<file path="src/rtl/i2c_tgt_pkg.sv">
package i2c_tgt_pkg;
    typedef enum logic [3:0] {
        ST_IDLE,
        ST_ADDR,
        ST_ADDR_ACK,
        ST_PTR,
        ST_PTR_ACK,
        ST_WR,
        ST_WR_ACK,
        ST_RD,
        ST_RD_ACK
    } tgt_state_e;
endpackage

</file>
<file path="src/rtl/line_filter.sv">
module line_filter #(
    parameter int SYNC_LEN = 2,
    parameter int FILT_LEN = 4
) (
    input  logic clk,
    input  logic rst_n,
    input  logic din,
    output logic dout
);
    logic [SYNC_LEN-1:0] sync_q;
    logic [FILT_LEN-1:0] hist_q;

    always_ff @(posedge clk or negedge rst_n) begin
        if (!rst_n) begin
            sync_q <= '1;
            hist_q <= '1;
            dout   <= 1'b1;
        end else begin
            sync_q <= {sync_q[SYNC_LEN-2:0], din};
            hist_q <= {hist_q[FILT_LEN-2:0], sync_q[SYNC_LEN-1]};
            if (&hist_q)
                dout <= 1'b1;
            else if (~|hist_q)
                dout <= 1'b0;
        end
    end
endmodule

</file>
<file path="src/rtl/bus_events.sv">
module bus_events (
    input  logic clk,
    input  logic rst_n,
    input  logic scl_f,
    input  logic sda_f,
    output logic scl_rise,
    output logic scl_fall,
    output logic start_c,
    output logic stop_c
);
    logic scl_d, sda_d;

    always_ff @(posedge clk or negedge rst_n) begin
        if (!rst_n) begin
            scl_d <= 1'b1;
            sda_d <= 1'b1;
        end else begin
            scl_d <= scl_f;
            sda_d <= sda_f;
        end
    end

    assign scl_rise = scl_f & ~scl_d;
    assign scl_fall = ~scl_f & scl_d;
    assign start_c  = scl_f & scl_d & sda_d & ~sda_f;
    assign stop_c   = scl_f & scl_d & ~sda_d & sda_f;
endmodule

</file>
<file path="src/rtl/i2c_reg_target.sv">
module i2c_reg_target
    import i2c_tgt_pkg::*;
#(
    parameter logic [6:0] DEV_ADDR_LO = 7'h6A,
    parameter logic [6:0] DEV_ADDR_HI = 7'h6B,
    parameter int         SYNC_LEN    = 2,
    parameter int         FILT_LEN    = 4,
    parameter int         BYTE_W      = 8
) (
    input  logic              clk,
    input  logic              rst_n,
    input  logic              scl_i,
    input  logic              sda_i,
    input  logic              addr_sel,
    output logic              sda_oe,
    output logic              reg_wr,
    output logic [BYTE_W-1:0] reg_addr,
    output logic [BYTE_W-1:0] reg_wdata,
    input  logic [BYTE_W-1:0] reg_rdata
);
    localparam int CNT_W = $clog2(BYTE_W + 1);
    localparam logic [CNT_W-1:0] CNT_FULL = CNT_W'(BYTE_W);
    localparam logic [CNT_W-1:0] CNT_LAST = CNT_W'(BYTE_W - 1);

    logic [1:0] raw_lines, filt_lines;
    logic scl_f, sda_f;
    logic scl_rise, scl_fall, start_c, stop_c;

    assign raw_lines = {scl_i, sda_i};

    for (genvar g = 0; g < 2; g++) begin : g_filt
        line_filter #(.SYNC_LEN(SYNC_LEN), .FILT_LEN(FILT_LEN)) u_filt (
            .clk (clk),
            .rst_n(rst_n),
            .din (raw_lines[g]),
            .dout(filt_lines[g])
        );
    end
    assign scl_f = filt_lines[1];
    assign sda_f = filt_lines[0];

    bus_events u_ev (
        .clk     (clk),
        .rst_n   (rst_n),
        .scl_f   (scl_f),
        .sda_f   (sda_f),
        .scl_rise(scl_rise),
        .scl_fall(scl_fall),
        .start_c (start_c),
        .stop_c  (stop_c)
    );

    tgt_state_e        state, state_n;
    logic [CNT_W-1:0]  cnt;
    logic [BYTE_W-1:0] shreg, ptr;
    logic              rd_mode, mack;
    logic              byte_done, addr_hit;
    logic [6:0]        dev_addr;

    assign dev_addr  = addr_sel ? DEV_ADDR_HI : DEV_ADDR_LO;
    assign addr_hit  = (shreg[BYTE_W-1:1] == dev_addr);
    assign byte_done = scl_fall && (cnt == CNT_FULL);
    assign reg_addr  = ptr;
    assign reg_wdata = shreg;

    // next-state logic
    always_comb begin
        state_n = state;
        if (start_c)
            state_n = ST_ADDR;
        else if (stop_c)
            state_n = ST_IDLE;
        else begin
            unique case (state)
                ST_IDLE:     state_n = ST_IDLE;
                ST_ADDR:     if (byte_done) state_n = addr_hit ? ST_ADDR_ACK : ST_IDLE;
                ST_ADDR_ACK: if (scl_fall) state_n = rd_mode ? ST_RD : ST_PTR;
                ST_PTR:      if (byte_done) state_n = ST_PTR_ACK;
                ST_PTR_ACK:  if (scl_fall) state_n = ST_WR;
                ST_WR:       if (byte_done) state_n = ST_WR_ACK;
                ST_WR_ACK:   if (scl_fall) state_n = ST_WR;
                ST_RD:       if (scl_fall && cnt == CNT_LAST) state_n = ST_RD_ACK;
                ST_RD_ACK:   if (scl_fall) state_n = mack ? ST_RD : ST_IDLE;
                default:     state_n = ST_IDLE;
            endcase
        end
    end

    // state register
    always_ff @(posedge clk or negedge rst_n) begin
        if (!rst_n)
            state <= ST_IDLE;
        else
            state <= state_n;
    end

    // datapath and outputs
    always_ff @(posedge clk or negedge rst_n) begin
        if (!rst_n) begin
            cnt     <= '0;
            shreg   <= '0;
            ptr     <= '0;
            rd_mode <= 1'b0;
            mack    <= 1'b0;
            sda_oe  <= 1'b0;
            reg_wr  <= 1'b0;
        end else begin
            reg_wr <= 1'b0;
            if (start_c || stop_c) begin
                cnt    <= '0;
                sda_oe <= 1'b0;
            end else begin
                unique case (state)
                    ST_ADDR, ST_PTR, ST_WR: begin
                        if (scl_rise) begin
                            shreg <= {shreg[BYTE_W-2:0], sda_f};
                            cnt   <= cnt + 1'b1;
                        end
                        if (byte_done) begin
                            cnt <= '0;
                            if (state == ST_ADDR) begin
                                rd_mode <= shreg[0];
                                sda_oe  <= addr_hit;
                            end else begin
                                sda_oe <= 1'b1;
                                if (state == ST_PTR)
                                    ptr <= shreg;
                                else
                                    reg_wr <= 1'b1;
                            end
                        end
                    end
                    ST_ADDR_ACK: begin
                        if (scl_fall) begin
                            cnt <= '0;
                            if (rd_mode) begin
                                shreg  <= reg_rdata;
                                sda_oe <= ~reg_rdata[BYTE_W-1];
                            end else begin
                                sda_oe <= 1'b0;
                            end
                        end
                    end
                    ST_PTR_ACK: if (scl_fall) sda_oe <= 1'b0;
                    ST_WR_ACK: begin
                        if (scl_fall) begin
                            sda_oe <= 1'b0;
                            ptr    <= ptr + 1'b1;
                        end
                    end
                    ST_RD: begin
                        if (scl_fall) begin
                            if (cnt == CNT_LAST) begin
                                sda_oe <= 1'b0;
                                ptr    <= ptr + 1'b1;
                                cnt    <= '0;
                            end else begin
                                shreg  <= {shreg[BYTE_W-2:0], 1'b0};
                                sda_oe <= ~shreg[BYTE_W-2];
                                cnt    <= cnt + 1'b1;
                            end
                        end
                    end
                    ST_RD_ACK: begin
                        if (scl_rise)
                            mack <= ~sda_f;
                        if (scl_fall && mack) begin
                            shreg  <= reg_rdata;
                            sda_oe <= ~reg_rdata[BYTE_W-1];
                            cnt    <= '0;
                        end
                    end
                    ST_IDLE: sda_oe <= 1'b0;
                    default: sda_oe <= 1'b0;
                endcase
            end
        end
    end
endmodule

</file>
<file path="config.mk">
export PLATFORM = sky130hd
export DESIGN_NAME = i2c_reg_target
export DESIGN_NICKNAME = d
export VERILOG_FILES = /design/src/rtl/i2c_tgt_pkg.sv /design/src/rtl/line_filter.sv /design/src/rtl/bus_events.sv /design/src/rtl/i2c_reg_target.sv
export SDC_FILE = /design/constraint.sdc
export NUM_CORES = 1
export LEC_CHECK = 0
export BUFFER_PORTS_ARGS = -buffer_cell sky130_fd_sc_hd__buf_2
export CORE_MARGIN = 2
export CORE_UTILIZATION = 50
export CTS_BUF_LIST = sky130_fd_sc_hd__clkbuf_16
export DETAILED_ROUTE_END_ITERATION = 10
export PLACE_DENSITY = 0.71
export SYNTH_ARGS = -nofsm -noshare
export SYNTH_HDL_FRONTEND = slang
export SYNTH_SLANG_ARGS = --single-unit
export TNS_END_PERCENT = 10
</file>
<file path="constraint.sdc">
create_clock -name clk -period 2.8 [get_ports clk]
set_input_delay 0.28 -clock clk [delete_from_list [all_inputs] [get_ports clk]]
set_output_delay 0.28 -clock clk [all_outputs]
set_load 0.1 [all_outputs]
</file>
---- Word-level counts from Yosys, hierarchy flattened ----
Index checks and enable logic that the tools add are counted.
operators by class
  multiplexer cells ....................... 55
  add/sub/neg operators ................... 2
  equal/unequal tests ..................... 37
  reduce and logical (&&, ||, !) cells .... 20
  bitwise logic cells ..................... 14
operators by type and width
  kind                 number
  $mux 8               12
  $mux 4               16
  $pmux 8 s4           1
  $ne 4x4->1 const B   7
  $pmux 4 s7           1
  $pmux 8 s3           1
  $ne 2x2->1 const B   11
  $eq 4x3->1 const B   5
  $mux 1               19
  $pmux 4 s4           1
  $reduce_and 8->1     2
  $ne 3x3->1 const B   4
  $reduce_and 4->1     3
  $reduce_and 5->1     2
  $add 8x1->8 const B  1
  $eq 4x2->1 const B   2
  $eq 4x4->1 const B   2
  $reduce_or 4->1      2
  $and 1x1->1          7
  $eq 7x7->1           1
  $not 1->1            7
  $reduce_and 7->1     1
  $mux 3               2
  $pmux 1 s5           1
  14 further kinds     17
word-level totals
  bits in registers ....................... 44
  word-level logic and storage cells ...... 144

---- Longest topological paths before layout ----
Gate-level depths: netlist (run 1).
  word-level depth ........................ 7
  mapped depth ............................ 8

---- Cells and area by module ----
A second synthesis (run 1) with hierarchy kept.
unflattened totals
  cells, all modules ...................... 241
  area, all modules ....................... 2,452.4 um^2
modules (own cells, without submodules)
  module          area each (um^2)  cells each  times used  seq. area each (um^2)
  i2c_reg_target  1,946.9           215         1           700.7
  line_filter     210.2             10          2           183.9
  bus_events      85.1              6           1           52.6

---- Least setup slack after synthesis (run 1) ----
Ideal clock, no wire load.
  path kind ............................... register to register
  from .................................... register state[1]
  to ...................................... register shreg[1], in the netlist reg_wdata[1]
  period minus slack after synthesis ...... 2.121 ns
  arrival ................................. 1.996 ns
  setup time .............................. 0.126 ns
  buffers on the path ..................... 2
  path slack .............................. 0.679 ns
  cell stages (with the launch flop) ...... 7
  cells stage by stage .................... dfrtp_1 buf_6 or4b_1 buf_2 a21oi_1 nor3b_4 mux2_2
on the way
  word-level cells in the longest chain between the ends .. 4
  elaborated cells between the ends (all ways) .. 16
  classes of those cells .................. eq/ne: 12; mux: 1; reduce/logical: 3
RTL lines
  what                                                       RTL line               text
  start: declaration                                         i2c_reg_target.sv:53   tgt_state_e state, state_n;
  start signal: assignment                                   i2c_reg_target.sv:94   state <= state_n;
  $eq 4x1->1 (tied with other cells)                         i2c_reg_target.sv:113  unique case (state)
  $reduce_or 3->1                                            i2c_reg_target.sv:113
  $reduce_bool 4->1 (no line) or $ne 2x2->1 (tied branches)  n/a
  $reduce_and 8->1 (no line)                                 n/a
  end signal: assignment                                     i2c_reg_target.sv:116  shreg <= {shreg[BYTE_W-2:0], sda_f};
  end signal: assignment                                     i2c_reg_target.sv:137  shreg <= reg_rdata;
  end signal: assignment                                     i2c_reg_target.sv:158  shreg <= {shreg[BYTE_W-2:0], 1'b0};
  end: declaration                                           i2c_reg_target.sv:55   logic [BYTE_W-1:0] shreg, ptr;
Several ways; a longest one is shown, not always the timed one.
A chain may end at the register's enable or synchronous reset.

---- Worst setup path in the final report (run 1) ----
  from .................................... register state[1]
  to ...................................... register shreg[4], in the netlist reg_wdata[4]
The elaborated chain is that of the path after synthesis.

==> flow_metrics.py, run 1 <==
metrics = {
    "cells_and_area": {
        "final_cell_mix": "47 x nand2_1, 30 x buf_2, 28 x dfrtp_1",
        "nFillCells": 389,
        "multi_input_area_sq_mm": 0.001186,
        "stdcell_area_sq_mm": 0.002770,
        "fin_nets": 306,
        "layout-drive-gt1-share_pct": 26.12,
        "syn2layout_area_growth_pct": 15.73,
        "mostFrequentLayoutCell": "nand2_1",
        "antennaDiodeCount": 0,
        "register_area_sq_mm": 0.001121,
    },
    "die": {
        "core_area_sq_mm": 0.004661,
        "row_count": 25,
        "ioPinCount": 31,
        "die_y_microns": 73.19,
        "start_util_pct": 51.36,
        "die_area_sq_mm": 0.005357,
        "die_width_microns": 73.19,
    },
    "clock_network": {
        "cts_inserted_buffers": 5,
        "ctsHoldBuffers": 0,
        "clock_path_buffers": 2,
        "clk_latency_ns": 0.29,
        "cts_resized": 0,
        "clkSlewWorstSetupHoldPaths_ns": 0.06,
        "htreeDepth": 2,
        "tritoncts": "yes",
        "cts_root_buf": "clkbuf_16",
        "cts_sinks": 44,
        "postCtsSetupBuffers": 0,
    },
    "timing": {
        "relSlewSlack_pct": 36.27,
        "setup_viol": 0,
        "tightest_slew_ns": 0.9560,
        "fmax_ghz": 0.4111,
        "tns_ns": 0,
        "period_needed_ns": 2.433,
        "slew_violations": 0,
        "fin_crit_sh_pct": 86.88,
        "hold_violations": 0,
        "clock_skew_ns": 0.004073,
        "rsz0062_at_grt": "false",
    },
    "detailed_routing": {
        "routed_wirelength_microns": 5532,
        "viasPerCell": 5.907,
        "wire_per_inst_microns": 16.03,
        "drtIter0Drc": 218,
        "antenna_left": 0,
        "num_vias": 2038,
        "remaining_drc_errors": 0,
        "dr.pass1.iters": 4,
    },
    "yosys": {
        "ys_top_cells_by_area": "dfrtp_1 29%, dfstp_2 18%, nand2_1 7.4%",
        "synth.top_cell.area_share_pct": 29.27,
        "synth_ff_type": "dfrtp_1",
        "synthDistinctLibCells": 52,
        "syn_inst": 258,
        "yosysWarnings": 0,
        "avgSynthCellArea_sq_um": 9.277,
        "async_reset_ff_share_pct": 100.0,
        "synth_edf_count": 0,
        "synth_seq_cells": 44,
        "syn_area_sq_mm": 0.002394,
        "synth_top_area_cell": "dfrtp_1",
        "yosysSeqAreaShare_pct": 46.84,
        "synth_nets": 274,
    },
    "global_route": {
        "grt_pass1_wl_microns": 9114,
        "grt_pass1_vias": 1857,
        "grt_max_degree": 45,
        "grt.total_usage_pct": 22.39,
        "grt-ovfl-total": 0,
        "antenna_found_initial": 0,
    },
    "placement": {
        "post_dp_cell_area_sq_mm": 0.002600,
        "dpl.hpwl_microns": 3818,
        "gp_congestion": 0.9271,
        "port_buffers": 30,
    },
    "critical_path": {
        "crit_fanout": 19,
        "startpoint_type": "register",
        "crit_arrival_ns": 2.60,
        "path_cells": "or4b_1, a21oi_1, nor3b_4, mux2_2",
        "cp.required_ns": 2.97,
        "r2r-start": "state[1]$_DFFE_PN0P_",
        "crit_path_end_kind": "register",
        "startpoint": "state[1]$_DFFE_PN0P_",
        "critPathKind": "register to register",
        "cp_slowest_cell": "or4b_1",
        "max_stage_delay_ns": 0.70,
    },
    "pwr": {
        "max-vdd-ir-drop_mv": 1.125,
        "comb_power_share_pct": 50.1,
        "p_leak_nw": 1.218,
        "p_seq_share_pct": 30.0,
        "clkPwrFrac_pct": 19.8,
        "p_switching_mw": 1.764,
        "internal-power_mw": 1.659,
        "powerDensity_mw_per_mm2": 1236,
        "switching_share_pct": 51.53,
    },
    "hold_path": {
        "hold_path_startpoint": "scl_i",
        "hold_class": "primary input to register",
    },
    "job": {
        "drv_cap": 0,
    },
    "outcome": {
        "outcome": "finished, final reports clean",
    },
}
[worst max-delay path: cells and delay by family (launching register included)]
family / cells / cell delay (ns)
multiplexers: 1 / 0.39
AO/OA/AOI/OAI: 1 / 0.22
flip-flops: 1 / 0.56
AND/OR/NAND/NOR: 2 / 1.14
[Yosys cell counts (5+ instances only)]
cell / number
nand2_1: 47
dfrtp_1: 28
a21oi_1: 19
dfstp_2: 16
nor2_1: 14
o21ai_0: 13
nand3_1: 12
mux2_2: 9
clkbuf_1: 7
nor2b_1: 7
inv_1: 6
a31oi_1: 5
o21a_1: 5
o22ai_1: 5
[final cells by class]
cell class	instances	area share, %
Clock buffer	5	4.517
Tap cell	54	2.439
Inverter	6	0.8130
Multi-Input combinational cell	196	42.82
Sequential cell	44	40.47
Timing Repair Buffer	37	7.317
Clock inverter	3	1.626
[metrics by stage]
stage / std cells / hold WS, ns / power [mW] / util [%] / worst slack, ns
floorplan: 258 / -0.01559 / 2.405 / - / 0.6785
global placement: 337 / 0.3458 / 2.722 / 55.79 / 0.4200
detailed placement: 337 / 0.3475 / 2.737 / 55.79 / 0.4003
CTS: 345 / 0.08183 / 3.429 / 59.44 / 0.3639
global route: 345 / 0.07661 / 3.610 / 59.44 / 0.2010
finish: 345 / 0.08764 / 3.423 / 59.44 / 0.3673
[cell families (layout without fill, tap and decap cells)]
group	after synthesis	count (layout)	synth area share, %
adder cells (fa/ha/maj)	3	3	1.568
flip-flops	44	44	46.84
buffers and inverters	18	51	3.607
multiplexers	11	11	5.071
AND/OR/NAND/NOR	112	112	24.20
XOR/XNOR	3	3	1.098
AO/OA/AOI/OAI	67	67	17.62
[power groups by stage]
stage / logic, mW / registers, mW / clock network, mW
floorplan: 0.707 / 1.70 / 0
global placement: 1.69 / 1.03 / 0
detailed placement: 1.70 / 1.03 / 0
CTS: 1.71 / 1.02 / 0.690
global route: 1.83 / 1.06 / 0.719
finish: 1.72 / 1.03 / 0.679
[path summary, 6_finish.rpt]
path                                                        end  slack (ns)  cells past startpoint
setup / recovery                       reg_wdata[4]$_DFFE_PN0P_        0.37                      4
hold / removal             g_filt[1].u_filt.sync_q[0]$_DFF_PN1_        0.09                      1
setup reg to reg                       reg_wdata[4]$_DFFE_PN0P_        0.37                      4
hold reg to reg            g_filt[1].u_filt.hist_q[0]$_DFF_PN1_        0.36                      0
max in group asynchronous               reg_addr[3]$_DFFE_PN0P_        2.06                      1
min in group asynchronous                      mack$_DFFE_PN0P_        0.13                      1
[flip-flops by register name, indices dropped and copies added (netlist names), 2 cells and up]
signal,cells
cnt,4
g_filt.u_filt.dout,2
g_filt.u_filt.hist_q,8
g_filt.u_filt.sync_q,4
reg_addr,8
reg_wdata,8
state,4
[per-layer routing]
layer	vias to the layer above	GRT usage [%]	wire, microns
met5	-	0	0
met4	0	9.465	104
met3	11	4.558	288
met2	64	34.23	2537
met1	968	30.93	2602
li1	995	-	-
(Power assumes the default switching activity.)
==> run 2, diff against run 1 <==
CORE_UTILIZATION = 40   (was 50)
PLACE_DENSITY = 0.59   (was 0.71)
==> run 2 against run 1 <==
Against the previous run:
- cell area rose by 0.95%
- hold slack improved by 0.00056 ns
- critical path depth did not move
- sequential share of layout area fell by 0.38 points
- wire length rose by 1.8%
- critical path type unchanged
- critical endpoint is now reg_wdata[2]$_DFFE_PN0P_
==> flow_metrics.py, run 2 (same netlist as run 1, synthesis figures left out) <==
metrics = {
    "timing": {
        "finalWorstSetupSlack_ns": 0.3965,
        "rsz0062_at_grt": "false",
        "tightest_slew_ns": 0.9837,
        "fin_crit_sh_pct": 85.84,
        "tns_ns": 0,
        "holdWs_ns": 0.08819,
        "hold_violations": 0,
        "relSlewSlack_pct": 34.42,
        "setup_viol": 0,
        "period_needed_ns": 2.404,
        "clock_skew_ns": 0.004024,
        "fmax_ghz": 0.4161,
        "slew_violations": 0,
    },
    "global_route": {
        "grt_max_degree": 45,
        "antenna_found_initial": 0,
        "grt-ovfl-total": 0,
        "grt.total_usage_pct": 19.13,
        "grt_pass1_vias": 1910,
        "grt_pass1_wl_microns": 9687,
    },
    "clock_network": {
        "cts_sinks": 44,
        "tritoncts": "yes",
        "cts_resized": 0,
        "ctsHoldBuffers": 0,
        "clk_latency_ns": 0.29,
        "cts_root_buf": "clkbuf_16",
        "clkSlewWorstSetupHoldPaths_ns": 0.07,
        "postCtsSetupBuffers": 0,
        "clock_path_buffers": 2,
        "cts_inserted_buffers": 5,
        "htreeDepth": 2,
    },
    "critical_path": {
        "crit_arrival_ns": 2.57,
        "cp.required_ns": 2.97,
        "startpoint_type": "register",
        "cp_slowest_cell": "dfrtp_1",
        "r2r_slack_ns": 0.40,
        "max_stage_delay_ns": 0.61,
        "path_cells": "or4b_1, a21oi_1, nor3b_4, mux2_2",
        "critPathKind": "register to register",
        "crit_path_end_kind": "register",
        "crit_fanout": 16,
    },
    "placement": {
        "dp_cells": 358,
        "port_buffers": 30,
        "dp_slack_ns": 0.4597,
        "post_dp_cell_area_sq_mm": 0.002626,
        "gp_congestion": 0.8613,
        "dpl.hpwl_microns": 4002,
    },
    "die": {
        "die_area_sq_mm": 0.006619,
        "core_area_sq_mm": 0.005851,
        "die_y_microns": 81.36,
        "row_count": 28,
        "die_width_microns": 81.36,
        "ioPinCount": 31,
        "start_util_pct": 40.91,
    },
    "outcome": {
        "outcome": "finished, final reports clean",
    },
    "pwr": {
        "powerDensity_mw_per_mm2": 1223,
        "p_leak_nw": 1.218,
        "max-vdd-ir-drop_mv": 1.010,
    },
    "detailed_routing": {
        "wire_per_inst_microns": 15.38,
        "routed_wirelength_microns": 5629,
        "remaining_drc_errors": 0,
        "dr.pass1.iters": 5,
        "num_vias": 2007,
        "drtIter0Drc": 230,
        "viasPerCell": 5.484,
        "antenna_left": 0,
    },
    "job": {
        "drv_cap": 0,
    },
    "hold_path": {
        "hold_class": "primary input to register",
    },
    "cells_and_area": {
        "layout-drive-gt1-share_pct": 26.12,
        "fin_cells": 366,
        "nFillCells": 556,
        "antennaDiodeCount": 0,
        "final_cell_mix": "47 x nand2_1, 30 x buf_2, 28 x dfrtp_1",
        "stdcell_area_sq_mm": 0.002796,
        "fin_nets": 306,
        "syn2layout_area_growth_pct": 16.83,
        "mostFrequentLayoutCell": "nand2_1",
    },
}
[run 2: cell counts in the layout (fill, tap and decap cells not counted)]
Identical to the previous run, type by type.
[run 2: area by class of cell]
class                   instances  area (sq um)  area share (%)
well taps                      75         93.84           3.356
flip-flops and latches         44          1121           40.09
multi-input cells             196          1186           42.42
clock buffers                   5         125.1           4.474
inverters                       6         22.52          0.8054
clock inverters                 3         45.04           1.611
repair buffers                 37         202.7           7.248
[run 2: path summary, 6_finish.rpt]
check                                                          start                                    to  cells after the start
min in group asynchronous                                      rst_n                    cnt[0]$_DFFE_PN0P_                      1
worst min-delay path                                           scl_i  g_filt[1].u_filt.sync_q[0]$_DFF_PN1_                      1
worst max-delay path                            state[3]$_DFFE_PN0P_              reg_wdata[2]$_DFFE_PN0P_                      4
worst max register to register                  state[3]$_DFFE_PN0P_              reg_wdata[2]$_DFFE_PN0P_                      4
max in group asynchronous                                      rst_n                    sda_oe$_DFFE_PN0P_                      1
worst min register to register  g_filt[0].u_filt.sync_q[1]$_DFF_PN1_  g_filt[0].u_filt.hist_q[0]$_DFF_PN1_                      0
[run 2: metrics by stage]
stage / power, mW / utilization, %
2_1_floorplan: 2.405 / -
3_3_place_gp: 2.736 / 44.89
3_5_place_dp: 2.746 / 44.89
4_1_cts: 3.439 / 47.80
5_1_grt: 3.642 / 47.80
6_report: 3.421 / 47.80
[run 2: critical path: cells and delay by family (launching register included)]
| kind | cells | cell delay [ns] |
|---|---|---|
| AND/OR/NAND/NOR | 2 | 1.04 |
| multiplexers | 1 | 0.39 |
| flip-flops | 1 | 0.61 |
| AO/OA/AOI/OAI | 1 | 0.24 |
[run 2: routing by layer]
| metal | GRT usage [%] | part of all wire [%] | vias up | wire (microns) |
|---|---|---|---|---|
| met2 | 28.52 | 47 | 66 | 2635 |
| met4 | 6.441 | 1.6 | 0 | 89 |
| met3 | 3.444 | 5.6 | 9 | 315 |
| met1 | 27.83 | 46 | 940 | 2588 |
| met5 | 0 | 0 | - | 0 |
| li1 | - | - | 992 | - |
[run 2: power by group]
part	switching [mW]	leakage (nW)	total (mW)	internal, mW
combinational	1.31	0.608	1.74	0.436
sequential	0.193	0.525	0.996	0.803
clock	0.257	0.0847	0.682	0.425
